[config.mk]
export PLATFORM = sky130hd
export DESIGN_NAME = dram_write_seq
export DESIGN_NICKNAME = d
export VERILOG_FILES = /design/src/rtl/dram_pkg.sv /design/src/rtl/dram_seq_ctrl.sv /design/src/rtl/dram_word_mem.sv /design/src/rtl/dram_glyph_mem.sv /design/src/rtl/dram_write_seq.sv
export SDC_FILE = /design/constraint.sdc
export NUM_CORES = 1
export LEC_CHECK = 0
export BUFFER_PORTS_ARGS = -buffer_cell sky130_fd_sc_hd__buf_2
export CAP_MARGIN = 30
export CORE_MARGIN = 8
export CORE_UTILIZATION = 55
export CTS_CLUSTER_SIZE = 16
export DETAILED_ROUTE_END_ITERATION = 16
export PLACE_DENSITY = 0.75
export RECOVER_POWER = 100
export SETUP_SLACK_MARGIN = 0.5
export SLEW_MARGIN = 20
export SYNTH_ARGS = -nofsm -noshare
export SYNTH_HDL_FRONTEND = slang
export SYNTH_SLANG_ARGS = --single-unit
[constraint.sdc]
create_clock -name clk -period 2.3 [get_ports clk]
set_input_delay 0.575 -clock clk [delete_from_list [all_inputs] [get_ports clk]]
set_output_delay 0.575 -clock clk [all_outputs]
set_load 0.1 [all_outputs]
[src/rtl/dram_pkg.sv]
package dram_pkg;

    // Decoded write target delivered alongside each command byte.
    typedef enum logic [1:0] {
        TGT_NONE  = 2'd0,
        TGT_CHAR  = 2'd1,
        TGT_SYM   = 2'd2,
        TGT_GLYPH = 2'd3
    } tgt_e;

    // Single-cycle byte event seen by the sequencer.
    typedef struct packed {
        logic       is_cmd;
        logic       is_data;
        tgt_e       target;
    } byte_evt_t;

    // Classify an incoming byte; frame end suppresses any byte in the same cycle.
    function automatic byte_evt_t classify(input logic valid, input logic is_cmd,
                                           input logic fend, input logic [1:0] tgt);
        byte_evt_t e;
        e.is_cmd  = valid & is_cmd & ~fend;
        e.is_data = valid & ~is_cmd & ~fend;
        e.target  = tgt_e'(tgt);
        return e;
    endfunction

endpackage

[src/rtl/dram_seq_ctrl.sv]
module dram_seq_ctrl
    import dram_pkg::*;
#(
    parameter int unsigned AW   = 4,
    parameter int unsigned PAW  = 3,
    parameter int unsigned COLS = 5,
    localparam int unsigned COLW = (COLS > 1) ? $clog2(COLS) : 1
) (
    input  logic            clk,
    input  logic            rst,
    input  logic            frame_end,
    input  logic            byte_valid,
    input  logic            byte_is_cmd,
    input  logic [1:0]      cmd_target,
    input  logic [AW-1:0]   cmd_addr,
    output logic            char_we,
    output logic            sym_we,
    output logic            glyph_we,
    output logic [AW-1:0]   wr_addr,
    output logic [PAW-1:0]  glyph_addr,
    output logic [COLW-1:0] glyph_col
);

    localparam logic [COLW-1:0] LAST_COL = COLW'(COLS - 1);

    tgt_e            mode_q;
    logic [AW-1:0]   addr_q;
    logic [PAW-1:0]  gaddr_q;
    logic [COLW-1:0] col_q;
    byte_evt_t       evt;

    assign evt = classify(byte_valid, byte_is_cmd, frame_end, cmd_target);

    always_ff @(posedge clk) begin
        if (rst) begin
            mode_q  <= TGT_NONE;
            addr_q  <= '0;
            gaddr_q <= '0;
            col_q   <= '0;
        end else if (frame_end) begin
            mode_q  <= TGT_NONE;
        end else if (evt.is_cmd) begin
            mode_q  <= evt.target;
            addr_q  <= cmd_addr;
            gaddr_q <= cmd_addr[PAW-1:0];
            col_q   <= '0;
        end else if (evt.is_data) begin
            unique case (mode_q)
                TGT_CHAR, TGT_SYM: addr_q <= addr_q + 1'b1;
                TGT_GLYPH: begin
                    if (col_q == LAST_COL) begin
                        col_q   <= '0;
                        gaddr_q <= gaddr_q + 1'b1;
                    end else begin
                        col_q   <= col_q + 1'b1;
                    end
                end
                default: ;
            endcase
        end
    end

    assign char_we    = evt.is_data && (mode_q == TGT_CHAR);
    assign sym_we     = evt.is_data && (mode_q == TGT_SYM);
    assign glyph_we   = evt.is_data && (mode_q == TGT_GLYPH);
    assign wr_addr    = addr_q;
    assign glyph_addr = gaddr_q;
    assign glyph_col  = col_q;

    p_one_target_r2: assert property (@(posedge clk) disable iff (rst)
        $onehot0({char_we, sym_we, glyph_we}));

    p_addr_step_r3: assert property (@(posedge clk) disable iff (rst)
        (char_we || sym_we) |=> (addr_q == AW'($past(addr_q) + 1'b1)));

    p_col_range_r6: assert property (@(posedge clk) disable iff (rst)
        col_q <= LAST_COL);

    p_glyph_roll_r7: assert property (@(posedge clk) disable iff (rst)
        (glyph_we && col_q == LAST_COL) |=>
            (col_q == '0 && gaddr_q == PAW'($past(gaddr_q) + 1'b1)));

    p_frame_idle_r8: assert property (@(posedge clk) disable iff (rst)
        frame_end |=> (mode_q == TGT_NONE));

    p_cmd_restart_r9: assert property (@(posedge clk) disable iff (rst)
        evt.is_cmd |=> (col_q == '0 && addr_q == $past(cmd_addr)));

endmodule

[src/rtl/dram_word_mem.sv]
module dram_word_mem #(
    parameter int unsigned DEPTH = 16,
    parameter int unsigned W     = 8,
    localparam int unsigned AW   = $clog2(DEPTH)
) (
    input  logic          clk,
    input  logic          rst,
    input  logic          we,
    input  logic [AW-1:0] waddr,
    input  logic [W-1:0]  wdata,
    input  logic [AW-1:0] raddr,
    output logic [W-1:0]  rdata
);

    logic [W-1:0] mem_q [DEPTH];

    always_ff @(posedge clk) begin
        if (rst) begin
            for (int i = 0; i < DEPTH; i++) mem_q[i] <= '0;
        end else if (we) begin
            mem_q[waddr] <= wdata;
        end
    end

    assign rdata = mem_q[raddr];

    p_word_store_r2: assert property (@(posedge clk) disable iff (rst)
        we |=> (mem_q[$past(waddr)] == $past(wdata)));

endmodule

[src/rtl/dram_glyph_mem.sv]
module dram_glyph_mem #(
    parameter int unsigned DEPTH = 8,
    parameter int unsigned COLS  = 5,
    parameter int unsigned ROWS  = 7,
    localparam int unsigned PAW  = $clog2(DEPTH),
    localparam int unsigned COLW = (COLS > 1) ? $clog2(COLS) : 1,
    localparam int unsigned DOTS = COLS * ROWS
) (
    input  logic            clk,
    input  logic            rst,
    input  logic            we,
    input  logic [PAW-1:0]  waddr,
    input  logic [COLW-1:0] col,
    input  logic [ROWS-1:0] wdata,
    input  logic [PAW-1:0]  raddr,
    output logic [DOTS-1:0] rdata
);

    logic [DOTS-1:0] mem_q [DEPTH];
    logic [DOTS-1:0] col_mask;
    logic [DOTS-1:0] col_bits;

    // Column k, row j lands on dot k + COLS*j.
    always_comb begin
        col_mask = '0;
        col_bits = '0;
        for (int c = 0; c < COLS; c++) begin
            for (int r = 0; r < ROWS; r++) begin
                if (col == COLW'(c)) begin
                    col_mask[c + COLS*r] = 1'b1;
                    col_bits[c + COLS*r] = wdata[r];
                end
            end
        end
    end

    for (genvar e = 0; e < DEPTH; e++) begin : g_entry
        always_ff @(posedge clk) begin
            if (rst) begin
                mem_q[e] <= '0;
            end else if (we && waddr == PAW'(e)) begin
                mem_q[e] <= (mem_q[e] & ~col_mask) | col_bits;
            end
        end
    end

    assign rdata = mem_q[raddr];

    p_keep_other_cols_r10: assert property (@(posedge clk) disable iff (rst)
        we |=> (((mem_q[$past(waddr)] ^ $past(mem_q[waddr])) & ~$past(col_mask)) == '0));

    p_col_written_r6: assert property (@(posedge clk) disable iff (rst)
        we |=> ((mem_q[$past(waddr)] & $past(col_mask)) == $past(col_bits)));

endmodule

[src/rtl/dram_write_seq.sv]
module dram_write_seq #(
    parameter int unsigned CHAR_DEPTH  = 16,
    parameter int unsigned GLYPH_DEPTH = 8,
    parameter int unsigned COLS        = 5,
    parameter int unsigned ROWS        = 7,
    parameter int unsigned SYM_W       = 2,
    localparam int unsigned AW   = $clog2(CHAR_DEPTH),
    localparam int unsigned PAW  = $clog2(GLYPH_DEPTH),
    localparam int unsigned COLW = (COLS > 1) ? $clog2(COLS) : 1,
    localparam int unsigned DOTS = COLS * ROWS
) (
    input  logic            clk,
    input  logic            rst,
    input  logic            frame_end,
    input  logic            byte_valid,
    input  logic            byte_is_cmd,
    input  logic [1:0]      cmd_target,
    input  logic [7:0]      byte_data,
    input  logic [AW-1:0]   char_raddr,
    output logic [7:0]      char_rdata,
    input  logic [AW-1:0]   sym_raddr,
    output logic [SYM_W-1:0] sym_rdata,
    input  logic [PAW-1:0]  glyph_raddr,
    output logic [DOTS-1:0] glyph_rdata
);

    logic            char_we, sym_we, glyph_we;
    logic [AW-1:0]   wr_addr;
    logic [PAW-1:0]  glyph_addr;
    logic [COLW-1:0] glyph_col;

    dram_seq_ctrl #(.AW(AW), .PAW(PAW), .COLS(COLS)) u_ctrl (
        .clk        (clk),
        .rst        (rst),
        .frame_end  (frame_end),
        .byte_valid (byte_valid),
        .byte_is_cmd(byte_is_cmd),
        .cmd_target (cmd_target),
        .cmd_addr   (byte_data[AW-1:0]),
        .char_we    (char_we),
        .sym_we     (sym_we),
        .glyph_we   (glyph_we),
        .wr_addr    (wr_addr),
        .glyph_addr (glyph_addr),
        .glyph_col  (glyph_col)
    );

    dram_word_mem #(.DEPTH(CHAR_DEPTH), .W(8)) u_char (
        .clk  (clk),
        .rst  (rst),
        .we   (char_we),
        .waddr(wr_addr),
        .wdata(byte_data),
        .raddr(char_raddr),
        .rdata(char_rdata)
    );

    dram_word_mem #(.DEPTH(CHAR_DEPTH), .W(SYM_W)) u_sym (
        .clk  (clk),
        .rst  (rst),
        .we   (sym_we),
        .waddr(wr_addr),
        .wdata(byte_data[SYM_W-1:0]),
        .raddr(sym_raddr),
        .rdata(sym_rdata)
    );

    dram_glyph_mem #(.DEPTH(GLYPH_DEPTH), .COLS(COLS), .ROWS(ROWS)) u_glyph (
        .clk  (clk),
        .rst  (rst),
        .we   (glyph_we),
        .waddr(glyph_addr),
        .col  (glyph_col),
        .wdata(byte_data[ROWS-1:0]),
        .raddr(glyph_raddr),
        .rdata(glyph_rdata)
    );

endmodule

==> flow_summary.html <==
<table>
<tr><th>Metric</th><th>Value</th></tr>
<tr><th colspan="2">Run status</th></tr>
<tr><td>Result of the run</td><td>finished with violations</td></tr>
<tr><td>Failing checks</td><td>negative setup slack</td></tr>
<tr><th colspan="2">Global route</th></tr>
<tr><td>Wire length of the first global-routing pass</td><td>95600 um</td></tr>
<tr><td>Maximum number of pins on one net before global-route repair</td><td>57</td></tr>
<tr><td>Total global routing track utilization</td><td>26.4%</td></tr>
<tr><td>GR Overflow Total</td><td>0</td></tr>
<tr><td>Number of global-route vias before repair</td><td>15.8k</td></tr>
<tr><td>Number of antenna violations at the first check in global routing</td><td>0</td></tr>
<tr><th colspan="2">Placed design</th></tr>
<tr><td>Placer's final routability congestion estimate</td><td>0.813</td></tr>
<tr><td>Pre-CTS worst setup slack</td><td>-426 ps</td></tr>
<tr><td>Placed insts</td><td>2270</td></tr>
<tr><td>Count of port buffers added during placement</td><td>70</td></tr>
<tr><td>Area after DPL</td><td>24900 um2</td></tr>
<tr><td>Placed wire-length estimate</td><td>36700 um</td></tr>
<tr><th colspan="2">Clocking</th></tr>
<tr><td>Sinks on Clock Net</td><td>452</td></tr>
<tr><td>Clock insertion delay at the later pin of the skew report</td><td>590 ps</td></tr>
<tr><td>TritonCTS clock tree</td><td>built</td></tr>
<tr><td>Clock buffers created by TritonCTS</td><td>48</td></tr>
<tr><td>Clock tree buffer depth</td><td>3</td></tr>
<tr><td>H-Tree Depth</td><td>2</td></tr>
<tr><td>Cell at the root of the clock tree</td><td>sky130_fd_sc_hd__clkbuf_16</td></tr>
<tr><td>Clock slew seen by the registers of the worst setup and hold paths</td><td>60 ps</td></tr>
<tr><th colspan="2">Layout</th></tr>
<tr><td>Core occupancy in the finished layout</td><td>68.0%</td></tr>
<tr><td>Storage element area</td><td>13500 um2</td></tr>
<tr><td>Net count reported at finish</td><td>1914</td></tr>
<tr><td>Fill cell count</td><td>2766</td></tr>
<tr><td>ANT cells</td><td>0</td></tr>
<tr><td>Area Growth Syn to Fin</td><td>22.2%</td></tr>
<tr><td>Final Instance Area</td><td>27000 um2</td></tr>
<tr><td>Area of the multi-input gates</td><td>8440 um2</td></tr>
<tr><td>Fraction of final layout cells sized beyond drive strength 1</td><td>30.8%</td></tr>
<tr><td>Final cell count without fillers</td><td>2435</td></tr>
<tr><th colspan="2">Synth</th></tr>
<tr><td>Post-synth EDFFs</td><td>440</td></tr>
<tr><td>Post-synthesis instance total</td><td>1717</td></tr>
<tr><td>Mean instance size in the synthesized netlist</td><td>12.8 um2</td></tr>
<tr><td>Number of nets in the synthesized netlist</td><td>1761</td></tr>
<tr><td>Portion of synthesized cell area occupied by the leading cell type</td><td>59.9%</td></tr>
<tr><td>Async set or reset register ratio after synthesis</td><td>0%</td></tr>
<tr><td>Number of storage elements in the synthesis netlist</td><td>452</td></tr>
<tr><td>Top cells by count, synth</td><td>sky130_fd_sc_hd__edfxtp_1 (440), sky130_fd_sc_hd__nand2_1 (253), sky130_fd_sc_hd__a21oi_1 (236), sky130_fd_sc_hd__nor2_1 (230), sky130_fd_sc_hd__mux4_2 (110)</td></tr>
<tr><td>Top flip-flop cell by instance count after synthesis</td><td>sky130_fd_sc_hd__edfxtp_1</td></tr>
<tr><td>Largest area contributor in the netlist</td><td>sky130_fd_sc_hd__edfxtp_1</td></tr>
<tr><td>Most area-consuming cells after synthesis</td><td>sky130_fd_sc_hd__edfxtp_1 (60%), sky130_fd_sc_hd__mux4_2 (11%), sky130_fd_sc_hd__a21oi_1 (5.4%)</td></tr>
<tr><td>Library cells used by synthesis</td><td>46</td></tr>
<tr><td>Count leader, synth</td><td>sky130_fd_sc_hd__edfxtp_1</td></tr>
<tr><td>Proportion of synthesized chip area in sequential cells</td><td>61.0%</td></tr>
<tr><td>Total standard cell area after synthesis</td><td>22100 um2</td></tr>
<tr><td>Synthesis warning total</td><td>0</td></tr>
<tr><th colspan="2">Floorplan</th></tr>
<tr><td>Core area</td><td>39600 um2</td></tr>
<tr><td>Effective utilization at floorplan</td><td>55.7%</td></tr>
<tr><td>Number of top-level design ports</td><td>71</td></tr>
<tr><td>Die footprint</td><td>46800 um2</td></tr>
<tr><td>Die height</td><td>216 um</td></tr>
<tr><td>Die width</td><td>216 um</td></tr>
<tr><td>Site row count</td><td>73</td></tr>
<tr><th colspan="2">Timing</th></tr>
<tr><td>Total Neg Setup Slack</td><td>-11980 ps</td></tr>
<tr><td>Worst slack on hold paths</td><td>294 ps</td></tr>
<tr><td>Final count of hold timing violations</td><td>0</td></tr>
<tr><td>Part of the cycle the worst path needs</td><td>114%</td></tr>
<tr><td>Setup Viol. Count Final</td><td>83</td></tr>
<tr><td>Worst clock skew</td><td>18.2 ps</td></tr>
<tr><td>Worst-case headroom to the max-slew limit</td><td>17.8%</td></tr>
<tr><td>Highest attainable clock frequency</td><td>380 MHz</td></tr>
<tr><td>Least setup slack across all paths after layout</td><td>-329 ps</td></tr>
<tr><td>Unrepaired setup endpoints after global routing</td><td>true</td></tr>
<tr><td>Number of pins exceeding their max-slew limit in the final report</td><td>0</td></tr>
<tr><td>Shortest clock period the worst path allows after layout</td><td>2630 ps</td></tr>
<tr><td>Slew at the pin closest to its max-slew limit</td><td>1230 ps</td></tr>
<tr><th colspan="2">Setup path</th></tr>
<tr><td>Slowest cell on crit path</td><td>sky130_fd_sc_hd__mux4_2</td></tr>
<tr><td>Ordered list of cells on the worst path</td><td>mux4_2, a22oi_2, nand2_4, buf_12</td></tr>
<tr><td>Arrival time of data at the critical path endpoint</td><td>2050 ps</td></tr>
<tr><td>Critical path endpoint category</td><td>output pin</td></tr>
<tr><td>WS Path Type</td><td>reg2out</td></tr>
<tr><td>Worst reg2reg path startpoint</td><td>u_ctrl.mode_q[1]</td></tr>
<tr><td>Largest stage delay on the critical path</td><td>560 ps</td></tr>
<tr><td>Peak fanout along the critical path</td><td>1</td></tr>
<tr><td>Critical path launch point</td><td>u_char.mem_q[11][5]</td></tr>
<tr><td>Setup crit start kind</td><td>register</td></tr>
<tr><td>Crit path required time</td><td>1730 ps</td></tr>
<tr><th colspan="2">Power and ir drop</th></tr>
<tr><td>Overall power after layout</td><td>19.9 mW</td></tr>
<tr><td>Part of the total power dissipated in sequential elements</td><td>47.4%</td></tr>
<tr><td>Part of the power in the clock network</td><td>40.1%</td></tr>
<tr><td>Ratio of total power to cell area</td><td>737 nW/um2</td></tr>
<tr><td>Gate power share</td><td>12.5%</td></tr>
<tr><td>NetSw</td><td>4.88 mW</td></tr>
<tr><td>Net switching share of the total power</td><td>24.6%</td></tr>
<tr><td>Largest vdd supply drop</td><td>749 uV</td></tr>
<tr><td>Cell internal pwr</td><td>15.0 mW</td></tr>
<tr><td>Static power due to leakage</td><td>9.67 nW</td></tr>
<tr><th colspan="2">Detailed routing</th></tr>
<tr><td>Number of remaining DRC errors</td><td>0</td></tr>
<tr><td>Count of nets left with antenna violations after detail routing</td><td>0</td></tr>
<tr><td>Routed vias/inst</td><td>6.36</td></tr>
<tr><td>Average wire length per cell after detail routing</td><td>25.9 um</td></tr>
<tr><td>Total via count after detailed routing</td><td>15.5k</td></tr>
<tr><td>Number of detailed-route iterations in the first pass</td><td>6</td></tr>
<tr><td>1st-iter DRT viols</td><td>1602</td></tr>
<tr><td>Total detailed-routing wirelength</td><td>63000 um</td></tr>
<tr><th colspan="2">Worst hold path</th></tr>
<tr><td>Hold_sp</td><td>cmd_target[1]</td></tr>
<tr><td>HP Class</td><td>in2reg</td></tr>
<tr><th colspan="2">Run</th></tr>
<tr><td>Reported max-cap violation count</td><td>0</td></tr>
</table>
## power by group through the flow
| stage | clock network (mW) | registers, mW | logic, mW |
|---|---|---|---|
| detailed placement | 0 | 9.58 | 2.19 |
| floorplan | 0 | 9.52 | 1.61 |
| global placement | 0 | 9.56 | 2.16 |
| CTS | 8.04 | 9.41 | 2.50 |
| global route | 8.32 | 9.44 | 2.57 |
| finish | 7.96 | 9.42 | 2.48 |
## sequential cells by signal (all words and copies together) (netlist names)
signal	flops
u_glyph.mem_q	280
u_char.mem_q	128
u_sym.mem_q	32
u_ctrl.wr_addr	4
u_ctrl.glyph_addr	3
u_ctrl.glyph_col	3
u_ctrl.mode_q	2
## worst max-delay path: cells and delay by family (launching register included)
kind / cells / cell delay [ps]
AO/OA/AOI/OAI: 1 / 230
buffers and inverters: 1 / 170
flip-flops: 1 / 440
AND/OR/NAND/NOR: 1 / 70
multiplexers: 1 / 560
## metal layers
| metal | wire length (um) | vias to the layer above | global-route usage [%] |
|---|---|---|---|
| met5 | 0 | - | 0 |
| met4 | 2350 | 0 | 10.4 |
| met3 | 5530 | 164 | 4.51 |
| met2 | 31900 | 885 | 44.9 |
| met1 | 23200 | 7798 | 33.5 |
| li1 | - | 6643 | - |
## path summary, 6_finish.rpt
| check | slack (ps) | endpoint | cells past startpoint |
|---|---|---|---|
| max | -330 | char_rdata[5] | 4 |
| min | 290 | u_ctrl.mode_q[1] | 3 |
| max reg2reg | -120 | u_glyph.mem_q[0][2] | 6 |
| min reg2reg | 540 | u_ctrl.wr_addr[0] | 2 |
## repair_timing
action | CTS | global route
pin swaps | 11 | 12
buffers inserted | 35 | 33
cloned | 5 | 2
gates resized for setup | 170 | 29
hold buffers | 0 | 0
setup endpoints to repair | 503 | 457
## cells in the final DEF, fill, tap and decap left out, types with 4 or more instances in the layout
cell,netlist,final
sky130_fd_sc_hd__nand2_4,0,15
sky130_fd_sc_hd__clkinv_2,0,16
sky130_fd_sc_hd__a22oi_2,0,16
sky130_fd_sc_hd__buf_6,17,12
sky130_fd_sc_hd__clkbuf_16,0,51
sky130_fd_sc_hd__o21bai_4,0,7
sky130_fd_sc_hd__buf_4,2,93
sky130_fd_sc_hd__nor2b_1,11,7
sky130_fd_sc_hd__clkbuf_2,1,12
sky130_fd_sc_hd__nor2_1,230,230
sky130_fd_sc_hd__nand3_1,2,4
sky130_fd_sc_hd__a21oi_1,236,225
sky130_fd_sc_hd__a21oi_2,50,59
sky130_fd_sc_hd__bufinv_16,0,7
sky130_fd_sc_hd__and2_1,7,4
sky130_fd_sc_hd__o21bai_1,32,17
sky130_fd_sc_hd__o21bai_2,0,8
sky130_fd_sc_hd__and3_1,7,7
sky130_fd_sc_hd__clkinv_1,1,7
sky130_fd_sc_hd__edfxtp_1,440,440
sky130_fd_sc_hd__inv_1,10,9
sky130_fd_sc_hd__o21ai_0,6,6
sky130_fd_sc_hd__buf_16,0,5
sky130_fd_sc_hd__nand2_1,253,234
sky130_fd_sc_hd__mux4_2,110,110
sky130_fd_sc_hd__nand2_2,1,5
sky130_fd_sc_hd__buf_12,0,69
sky130_fd_sc_hd__clkbuf_1,81,19
sky130_fd_sc_hd__buf_2,23,22
sky130_fd_sc_hd__dfxtp_1,12,8
sky130_fd_sc_hd__mux2_4,0,35
sky130_fd_sc_hd__a21o_1,7,4
sky130_fd_sc_hd__nor2b_4,0,4
sky130_fd_sc_hd__ha_1,18,16
sky130_fd_sc_hd__and2_0,2,5
sky130_fd_sc_hd__clkbuf_4,0,10
sky130_fd_sc_hd__nand2b_1,59,58
## area by class of cell
type,instances,area share (%)
clock inverters,33,1.28
inverters,11,0.158
clock buffers,57,4.66
repair buffers,240,10.3
flip-flops and latches,452,49.9
well taps,525,2.44
multi-input cells,1117,31.3
## logic make-up after synthesis
logic type | after synthesis | share of synthesized area [%]
compound gates | 360 | 9.83
xor+xnor | 1 | 0.0397
fa+ha+maj | 18 | 1.02
buf+inv | 148 | 3.27
flops | 452 | 61.0
mux | 148 | 13.2
simple gates | 590 | 11.7
(Power assumes the default switching activity.)
